[src/rtl/hbg_pkg.sv]
package hbg_pkg;
  // bit positions inside the synchronized input vector
  localparam int IDX_LO    = 0;
  localparam int IDX_HI    = 1;
  localparam int IDX_SD    = 2;
  localparam int IDX_THERM = 3;
  localparam int IDX_VLOG  = 4;
  localparam int IDX_VBOOT = 5;
  localparam int NSIG      = 6;
  localparam int NCMD      = 2;
  // safe values while the synchronizer is in reset: commands off,
  // shutdown asserted, fault asserted, supplies reported bad
  localparam logic [NSIG-1:0] SYNC_SAFE = 6'b001000;
endpackage

[src/rtl/hbg_rst_sync.sv]
module hbg_rst_sync (
  input  logic clk,
  input  logic rst_n,
  output logic rst_q_n
);
  logic [1:0] stg_q;

  always_ff @(posedge clk or negedge rst_n) begin
    if (!rst_n) stg_q <= 2'b00;
    else        stg_q <= {stg_q[0], 1'b1};
  end

  assign rst_q_n = stg_q[1];
endmodule

[src/rtl/hbg_sync.sv]
module hbg_sync #(
  parameter int              W       = 1,
  parameter int              STAGES  = 2,
  parameter logic [W-1:0]    RST_VAL = '0
) (
  input  logic         clk,
  input  logic         rst_n,
  input  logic [W-1:0] din,
  output logic [W-1:0] dout
);
  logic [W-1:0] stg_q [STAGES];

  always_ff @(posedge clk or negedge rst_n) begin
    if (!rst_n) stg_q[0] <= RST_VAL;
    else        stg_q[0] <= din;
  end

  for (genvar s = 1; s < STAGES; s++) begin : g_stage
    always_ff @(posedge clk or negedge rst_n) begin
      if (!rst_n) stg_q[s] <= RST_VAL;
      else        stg_q[s] <= stg_q[s-1];
    end
  end

  assign dout = stg_q[STAGES-1];
endmodule

[src/rtl/hbg_pulse_filter.sv]
module hbg_pulse_filter #(
  parameter int MIN_W = 6
) (
  input  logic clk,
  input  logic rst_n,
  input  logic din,
  output logic dout
);
  localparam int CW = (MIN_W > 1) ? $clog2(MIN_W) : 1;
  localparam logic [CW-1:0] CNT_LAST = CW'(MIN_W - 1);

  logic          q_q, q_d;
  logic [CW-1:0] cnt_q, cnt_d;
  logic          cnt_en, differ;

  always_comb begin
    differ = din ^ q_q;
    q_d    = q_q;
    cnt_d  = '0;
    if (differ) begin
      if (cnt_q == CNT_LAST) begin
        q_d   = din;
        cnt_d = '0;
      end else begin
        cnt_d = cnt_q + 1'b1;
      end
    end
    cnt_en = differ | (cnt_q != '0);
  end

  always_ff @(posedge clk or negedge rst_n) begin
    if (!rst_n) begin
      q_q   <= 1'b0;
      cnt_q <= '0;
    end else begin
      q_q <= q_d;
      if (cnt_en) cnt_q <= cnt_d;
    end
  end

  assign dout = q_q;
endmodule

[src/rtl/hb_gate_ctrl.sv]
module hb_gate_ctrl
  import hbg_pkg::*;
#(
  parameter int MIN_W       = 6,
  parameter int SYNC_STAGES = 2
) (
  input  logic clk,
  input  logic rst_n,
  input  logic sd_n_i,
  input  logic lo_cmd_i,
  input  logic hi_cmd_i,
  input  logic vlog_ok_i,
  input  logic vboot_ok_i,
  input  logic therm_flt_i,
  output logic lo_gate_o,
  output logic hi_gate_o
);
  logic            rst_q_n;
  logic [NSIG-1:0] raw_v, sync_v;
  logic [NCMD-1:0] cmd_f;
  logic            lo_f, hi_f, hi_s;
  logic            sd_s, therm_s, vlog_s, vboot_s;
  logic            hi_f_q;
  logic            rearm_blk, rearm_blk_d, blk_en;
  logic            hi_rise, drv_en, hi_ok;
  logic            lo_gate_d, hi_gate_d;

  hbg_rst_sync u_rst (
    .clk     (clk),
    .rst_n   (rst_n),
    .rst_q_n (rst_q_n)
  );

  always_comb begin
    raw_v            = '0;
    raw_v[IDX_LO]    = lo_cmd_i;
    raw_v[IDX_HI]    = hi_cmd_i;
    raw_v[IDX_SD]    = sd_n_i;
    raw_v[IDX_THERM] = therm_flt_i;
    raw_v[IDX_VLOG]  = vlog_ok_i;
    raw_v[IDX_VBOOT] = vboot_ok_i;
  end

  hbg_sync #(.W(NSIG), .STAGES(SYNC_STAGES), .RST_VAL(SYNC_SAFE)) u_sync (
    .clk   (clk),
    .rst_n (rst_q_n),
    .din   (raw_v),
    .dout  (sync_v)
  );

  for (genvar i = 0; i < NCMD; i++) begin : g_flt
    hbg_pulse_filter #(.MIN_W(MIN_W)) u_flt (
      .clk   (clk),
      .rst_n (rst_q_n),
      .din   (sync_v[i]),
      .dout  (cmd_f[i])
    );
  end

  assign lo_f    = cmd_f[IDX_LO];
  assign hi_f    = cmd_f[IDX_HI];
  assign hi_s    = sync_v[IDX_HI];
  assign sd_s    = sync_v[IDX_SD];
  assign therm_s = sync_v[IDX_THERM];
  assign vlog_s  = sync_v[IDX_VLOG];
  assign vboot_s = sync_v[IDX_VBOOT];

  // next-state logic
  always_comb begin
    hi_rise     = hi_f & ~hi_f_q;
    drv_en      = sd_s & ~therm_s & vlog_s;
    rearm_blk_d = rearm_blk;
    if (!vboot_s)     rearm_blk_d = 1'b1;
    else if (hi_rise) rearm_blk_d = 1'b0;
    blk_en      = rearm_blk_d ^ rearm_blk;
    hi_ok       = ~rearm_blk | hi_rise;
    lo_gate_d   = drv_en & lo_f & ~hi_f;
    hi_gate_d   = drv_en & hi_f & ~lo_f & vboot_s & hi_ok;
  end

  // registers
  always_ff @(posedge clk or negedge rst_q_n) begin
    if (!rst_q_n) begin
      hi_f_q    <= 1'b0;
      rearm_blk <= 1'b0;
      lo_gate_o <= 1'b0;
      hi_gate_o <= 1'b0;
    end else begin
      hi_f_q    <= hi_f;
      if (blk_en) rearm_blk <= rearm_blk_d;
      lo_gate_o <= lo_gate_d;
      hi_gate_o <= hi_gate_d;
    end
  end
endmodule

[config.mk]
export PLATFORM = sky130hd
export DESIGN_NAME = hb_gate_ctrl
export DESIGN_NICKNAME = d
export VERILOG_FILES = /design/src/rtl/hbg_pkg.sv /design/src/rtl/hbg_rst_sync.sv /design/src/rtl/hbg_sync.sv /design/src/rtl/hbg_pulse_filter.sv /design/src/rtl/hb_gate_ctrl.sv
export SDC_FILE = /design/constraint.sdc
export NUM_CORES = 1
export LEC_CHECK = 0
export ABC_AREA = 0
export BUFFER_PORTS_ARGS = -buffer_cell sky130_fd_sc_hd__buf_2
export CORE_MARGIN = 2
export CORE_UTILIZATION = 40
export DETAILED_ROUTE_END_ITERATION = 8
export GPL_TIMING_DRIVEN = 0
export PLACE_DENSITY = 0.73
export SKIP_LAST_GASP = 1
export SYNTH_ARGS = -nofsm -noshare
export SYNTH_HDL_FRONTEND = slang
export SYNTH_SLANG_ARGS = --single-unit
export TNS_END_PERCENT = 50
[constraint.sdc]
create_clock -name clk -period 0.8 [get_ports clk]
set_input_delay 0.12 -clock clk [delete_from_list [all_inputs] [get_ports clk]]
set_output_delay 0.12 -clock clk [all_outputs]
set_load 0.05 [all_outputs]
==> results of run 1 <==
[through the flow]
step	total power (W)	std cells	hold slack (ns)	setup slack [ns]	cell area [sq um]
6_report	0.00304	105	0.107	-0.237	1120
5_1_grt	0.00323	105	0.0865	-0.270	1120
4_1_cts	0.00296	103	0.0892	-0.250	1090
3_5_place_dp	0.00226	90	-0.0931	-0.290	958
3_3_place_gp	0.00222	90	-0.0945	-0.244	958
2_1_floorplan	0.00214	54	-0.176	-0.151	880
[Yosys cell counts (all sizes together)]
library cell / instances
nand3b: 5
a2111oi: 1
mux2: 2
a21oi: 4
nor3b: 1
nor2: 2
xnor2: 2
nand2b: 6
conb: 1
or3b: 2
a21o: 1
dfstp: 2
inv: 1
dfrtp: 24
[registers in the layout, summed over array words and instances (netlist names)]
signal             flops
hi_f_q                 1
u_sync.dout            6
u_rst.stg_q            2
hi_gate_o              1
lo_gate_o              1
rearm_blk              1
u_sync.stg_q           6
g_flt.u_flt.dout       2
g_flt.u_flt.cnt_q      6
[where the power goes]
part	total [W]	internal, W	switching, W
clock	0.000621	0.000278	0.000343
sequential	0.00175	0.00154	0.000217
combinational	0.000663	0.000421	0.000242
[repair_timing]
action,in CTS,in global routing
pin swaps,1,0
buffers inserted,2,2
resized for setup,5,3
setup endpoints to repair,37,13
hold buffers,7,0
endpoints found under the hold margin,8,0
gates cloned,0,0
[per-layer routing]
layer / vias to the layer above / global-route usage, %
met2: 9 / 14.3
met1: 226 / 15.9
li1: 227 / -
met4: 0 / 5.56
met3: 2 / 1.82
met5: - / 0
[area by class of cell]
type | instances | share of cell area, %
repair buffers | 20 | 14.1
well taps | 27 | 3.02
multi-input cells | 27 | 20.8
clock buffers | 4 | 3.24
inverters | 1 | 0.335
flip-flops and latches | 26 | 58.5
[kinds of logic (layout without fill, tap and decap cells)]
logic type / count (synthesis) / in the layout / synth area share [%]
xor gates and xnor gates: 2 / 2 / 2.06
AOI/OAI and AO/OA: 6 / 6 / 5.00
muxes: 2 / 2 / 2.65
and+or+nand+nor: 16 / 16 / 12.6
buffers and inverters: 1 / 25 / 0.441
other: 1 / 1 / 0.441
DFF: 26 / 26 / 76.8
[critical path, cell delays in order, from the launching register on]
cell                       delay [ns]
sky130_fd_sc_hd__dfrtp_1         0.42
sky130_fd_sc_hd__nand3b_1        0.20
sky130_fd_sc_hd__mux2_4          0.31
[how the worst min path moves through the flow]
stage | from | end | slack, ns
after floorplan | rst_n | u_rst.stg_q[0] | -0.18
after global placement | rst_n | u_rst.stg_q[0] | -0.09
after detailed placement | rst_n | u_rst.stg_q[1] | -0.09
after CTS | rst_n | u_rst.stg_q[1] | 0.09
after global routing | rst_n | u_rst.stg_q[1] | 0.09
final | rst_n | u_rst.stg_q[1] | 0.11
[cell usage in the layout, fill, tap and decap left out]
master	Yosys	final
sky130_fd_sc_hd__mux2_2	1	1
sky130_fd_sc_hd__buf_2	0	7
sky130_fd_sc_hd__buf_4	0	4
sky130_fd_sc_hd__inv_1	1	1
sky130_fd_sc_hd__clkbuf_4	0	3
sky130_fd_sc_hd__mux2_4	0	1
sky130_fd_sc_hd__nand2b_1	6	4
sky130_fd_sc_hd__buf_6	0	2
sky130_fd_sc_hd__xnor2_1	2	2
sky130_fd_sc_hd__nor2_1	2	2
sky130_fd_sc_hd__dfrtp_1	24	22
sky130_fd_sc_hd__dlygate4sd3_1	0	7
sky130_fd_sc_hd__nor3b_1	1	1
sky130_fd_sc_hd__a21oi_1	4	2
sky130_fd_sc_hd__a2111oi_4	0	1
sky130_fd_sc_hd__conb_1	1	1
sky130_fd_sc_hd__a21oi_2	0	2
sky130_fd_sc_hd__clkbuf_8	0	1
sky130_fd_sc_hd__nand2b_4	0	2
sky130_fd_sc_hd__nand3b_1	5	5
sky130_fd_sc_hd__or3b_1	2	2
sky130_fd_sc_hd__dfrtp_2	0	2
sky130_fd_sc_hd__dfstp_2	2	2
sky130_fd_sc_hd__a21o_1	1	1
==> implementation parameters, run 1 <==
Parameter                              Value

Die
  Ports placed on the boundary    10
  Vert. Die Dim    50.1 um
  Placement Rows    16
  Initial standard-cell utilization of the core    42.9%
  Standard cell core area    0.00198 sq mm
  Die boundary width    50.1 um
  Die Footprint    0.00251 sq mm

Route
  Routed Wire Length    1070 um
  Number of vias in the routed layout    464
  Average wire per standard cell    10.2 um
  Drt pass-1 iters    3
  DRC Markers    0
  Post-DRT Antenna Nets    0
  Iteration-0 DRC Markers    3
  Top layer used by detailed routing    met4
  DRT met1 WL    509 um
  Wire length on met2    524 um
  Detailed-route vias per instance    4.42
  Detailed route wirelength on metal3    32 um

Global route
  Number of antenna violations at the first check in global routing    0
  Via count of the first global-routing pass    449
  First-pass GRT wire length    1970 um
  Pin count of the biggest net entering global routing    25
  Overflow after GRT    0
  Total routing usage reported by global routing    10.5%

Cells and area
  Combined area of the multi-input logic cells    233 sq um
  Synthesis-to-finish area growth    31.6%
  Ant diodes    0
  Final-layout fill cell count    165
  Share of cells above drive strength 1    35.9%
  Net total in the final layout    87
  Area of all sequential standard cells    656 sq um
  Final Core Density    56.5%

Timing
  Minimum clock period after layout    1.04 ns
  Final clock period utilization by the worst path    130%
  Count of final setup violators    13
  Slew Limit Fails    0
  Final setup skew    0.00764 ns
  Setup repair after global routing missed its margin    yes
  Number of hold violations in the final report    0
  Total negative slack for setup checks    -1.95 ns
  Highest achievable clock rate    965 MHz
  Final Worst Setup Slack    -0.237 ns

Power
  Total power per unit cell area    2710 mW/mm^2
  Worst VDD drop    0.00175 V
  Leakage power figure    0.492 nW

Synthesis
  Register bit total from synthesis    26
  Synthesized net count    62
  Cell taking the most area after synthesis    sky130_fd_sc_hd__dfrtp_1
  Count of distinct cell types in the synthesized netlist    15
  Cell count after synthesis    54
  Proportion of synthesized chip area in sequential cells    76.8%
  Fraction of post-synthesis cell area in the top cell type by area    70.6%
  Count of warnings emitted by yosys    0
  Top post-synthesis cells by area    sky130_fd_sc_hd__dfrtp_1, sky130_fd_sc_hd__dfstp_2, sky130_fd_sc_hd__nand2b_1
  Syn Std Cell Area    851 sq um
  Avg Synthesized Cell Area    15.8 sq um

Clock network
  Reg clk slew, reported paths    0.13 ns
  Number of clock sinks    26
  Clk_lat worst skew    0.31 ns
  Largest buffer count on any clock path    2
  Library cell used as clock root buffer    sky130_fd_sc_hd__clkbuf_4
  TritonCTS Buffers    3
  H-tree depth reported by CTS    1
  TritonCTS clock tree    built

Worst setup path
  Start point of the critical path    g_flt[0].u_flt.cnt_q[1]
  Worst Path Required    1.00 ns
  Reg2Reg Setup Slack    -0.24 ns
  Type of the setup path with the least slack    flop to flop
  Launching point of the worst reg2reg path    g_flt[0].u_flt.cnt_q[1]
  Peak fanout along the critical path    4
  R2R cell count    2
  WP data arrival    1.24 ns
  FF-to-FF End    g_flt[0].u_flt.dout
  Worst setup endpoint    g_flt[0].u_flt.dout
  Critical Path Source Type    flop
  Kind of capture point of the worst setup path    flop

Hold path
  Min-delay worst type    input port to asynchronous set/reset pin

Run status
  Violated checks    setup timing
  Run status    finished, violations left

Run
  Number of maximum-capacitance constraint violations    0

Placed design
  Half-perimeter wire length of the detailed placement result    691 um
  # port buffers    9
  Gpl congestion    0.665
Power figures use the tool's default switching activity.
==> run 2: changes to the inputs <==
--- a/config.mk
+++ b/config.mk
@@ -16,4 +16,4 @@
 export SYNTH_ARGS = -nofsm -noshare
 export SYNTH_HDL_FRONTEND = slang
 export SYNTH_SLANG_ARGS = --single-unit
-export TNS_END_PERCENT = 50
+export TNS_END_PERCENT = 30
==> implementation parameters, run 2 (synthesis results as in run 1) <==
Parameter                              Value

Run status
  Run status    finished, violations left
  Violated checks    setup timing

Worst setup path
  Critical Path Source Type    flop
  Kind of capture point of the worst setup path    flop
  Worst setup endpoint    g_flt[0].u_flt.dout
  FF-to-FF End    g_flt[0].u_flt.dout
  Start point of the critical path    g_flt[0].u_flt.cnt_q[1]
  R2R cell count    2
  Launching point of the worst reg2reg path    g_flt[0].u_flt.cnt_q[1]
  Worst Path Required    1.02 ns
  Peak fanout along the critical path    4
  Type of the setup path with the least slack    flop to flop
  Reg2Reg Setup Slack    -0.23 ns
  WP data arrival    1.24 ns

Cells and area
  Area of all sequential standard cells    656 sq um
  Net total in the final layout    84
  Final-layout fill cell count    161
  Most common cell after layout, fill and taps aside    sky130_fd_sc_hd__dfrtp_1
  Commonest cells after routing, fill and taps aside    sky130_fd_sc_hd__dfrtp_1, sky130_fd_sc_hd__dlygate4sd3_1, sky130_fd_sc_hd__buf_2, sky130_fd_sc_hd__nand3b_1, sky130_fd_sc_hd__nand2b_1
  Share of cells above drive strength 1    32.0%
  Ant diodes    0
  Combined area of the multi-input logic cells    213 sq um
  Synthesis-to-finish area growth    28.1%

Clock network
  Library cell used as clock root buffer    sky130_fd_sc_hd__clkbuf_4
  Reg clk slew, reported paths    0.13 ns
  H-tree depth reported by CTS    1
  TritonCTS clock tree    built
  TritonCTS Buffers    3
  Clk_lat worst skew    0.31 ns
  Largest buffer count on any clock path    2
  Number of clock sinks    26

Timing
  Slew Limit Fails    0
  Count of final setup violators    12
  Setup repair after global routing missed its margin    yes
  Final Worst Setup Slack    -0.228 ns
  Total negative slack for setup checks    -1.98 ns
  Highest achievable clock rate    973 MHz
  Final setup skew    0.00671 ns
  Minimum clock period after layout    1.03 ns
  Number of hold violations in the final report    0
  Hold Worst Slack    0.114 ns
  Final clock period utilization by the worst path    128%

Global route
  Via count of the first global-routing pass    460
  Number of antenna violations at the first check in global routing    0
  Pin count of the biggest net entering global routing    25
  First-pass GRT wire length    1900 um
  Total routing usage reported by global routing    10.4%
  Overflow after GRT    0

Route
  Iteration-0 DRC Markers    2
  Number of vias in the routed layout    459
  DRC Markers    0
  Routed Wire Length    1090 um
  Drt pass-1 iters    4
  Average wire per standard cell    10.7 um
  Detailed-route vias per instance    4.50
  Post-DRT Antenna Nets    0

Die
  Ports placed on the boundary    10
  Vert. Die Dim    50.1 um
  Die Footprint    0.00251 sq mm
  Standard cell core area    0.00198 sq mm
  Placement Rows    16
  Initial standard-cell utilization of the core    42.9%
  Die boundary width    50.1 um

Placed design
  Gpl congestion    0.658
  Half-perimeter wire length of the detailed placement result    682 um
  # port buffers    9

Hold path
  Min-delay worst type    input port to asynchronous set/reset pin

Power
  Worst VDD drop    0.00182 V
  Total power per unit cell area    2890 mW/mm^2
  Leakage power figure    0.480 nW

Run
  Number of maximum-capacitance constraint violations    0
## run 2: cell types whose count changed in the layout (fill, tap and decap cells not counted), sizes merged
cell	delta
clkbuf	-1
buf	-3
bufinv	+1
## run 2: worst min-delay path by stage
stage                     end  slack (ns)   from  cells after the start
6_report       u_rst.stg_q[1]        0.11  rst_n                      2
5_1_grt        u_rst.stg_q[1]        0.11  rst_n                      2
4_1_cts        u_rst.stg_q[1]        0.08  rst_n                      2
3_5_place_dp   u_rst.stg_q[1]       -0.09  rst_n                      1
3_3_place_gp   u_rst.stg_q[0]       -0.09  rst_n                      1
2_1_floorplan  u_rst.stg_q[0]       -0.18  rst_n                      0
## run 2: through the flow
step / setup slack [ns] / area, sq um / cells / utilization, % / power [W]
5_1_grt: -0.263 / 1090 / 102 / 55.0 / 0.00333
4_1_cts: -0.226 / 1070 / 102 / 54.0 / 0.00309
3_5_place_dp: -0.215 / 930 / 90 / 46.9 / 0.00216
2_1_floorplan: -0.151 / 851 / 54 / - / 0.00205
3_3_place_gp: -0.196 / 930 / 90 / 46.9 / 0.00212
6_report: -0.228 / 1090 / 102 / 55.0 / 0.00315
## run 2: layout make-up
class | instances | share of cell area [%]
clock buffers | 3 | 2.07
clock inverters | 1 | 2.76
inverters | 1 | 0.344
multi-input cells | 27 | 19.5
flip-flops and latches | 26 | 60.2
well taps | 27 | 3.10
repair buffers | 17 | 12.1
## run 2: power breakdown
part / internal, W / switching (W)
logic: 0.000330 / 0.000195
clock network: 0.000506 / 0.000358
registers: 0.00154 / 0.000223
total: 0.00237 / 0.000777
## run 2: critical path, stage by stage, from the launching register on
cell	delay, ns
sky130_fd_sc_hd__dfrtp_1	0.43
sky130_fd_sc_hd__nand3b_1	0.19
sky130_fd_sc_hd__mux2_4	0.31
## run 2: what timing repair did
| action | 4_1_cts | 5_1_grt |
|---|---|---|
| setup endpoints to repair | 37 | 13 |
| pin swaps | 2 | 2 |
| resized for setup | 5 | 4 |
| endpoints found under the hold margin | 8 | 0 |
| hold buffers | 7 | 0 |
| buffers inserted | 1 | 0 |
## run 2: per-layer routing
| metal | up-vias | part of all wire, % | wire length (um) | track usage (%) |
|---|---|---|---|---|
| met5 | - | 0 | 0 | 0 |
| met4 | 0 | 1.4 | 15 | 6.94 |
| met3 | 2 | 2.4 | 26 | 1.82 |
| met2 | 10 | 50 | 541 | 16.7 |
| met1 | 229 | 47 | 508 | 12.8 |
| li1 | 218 | - | - | - |
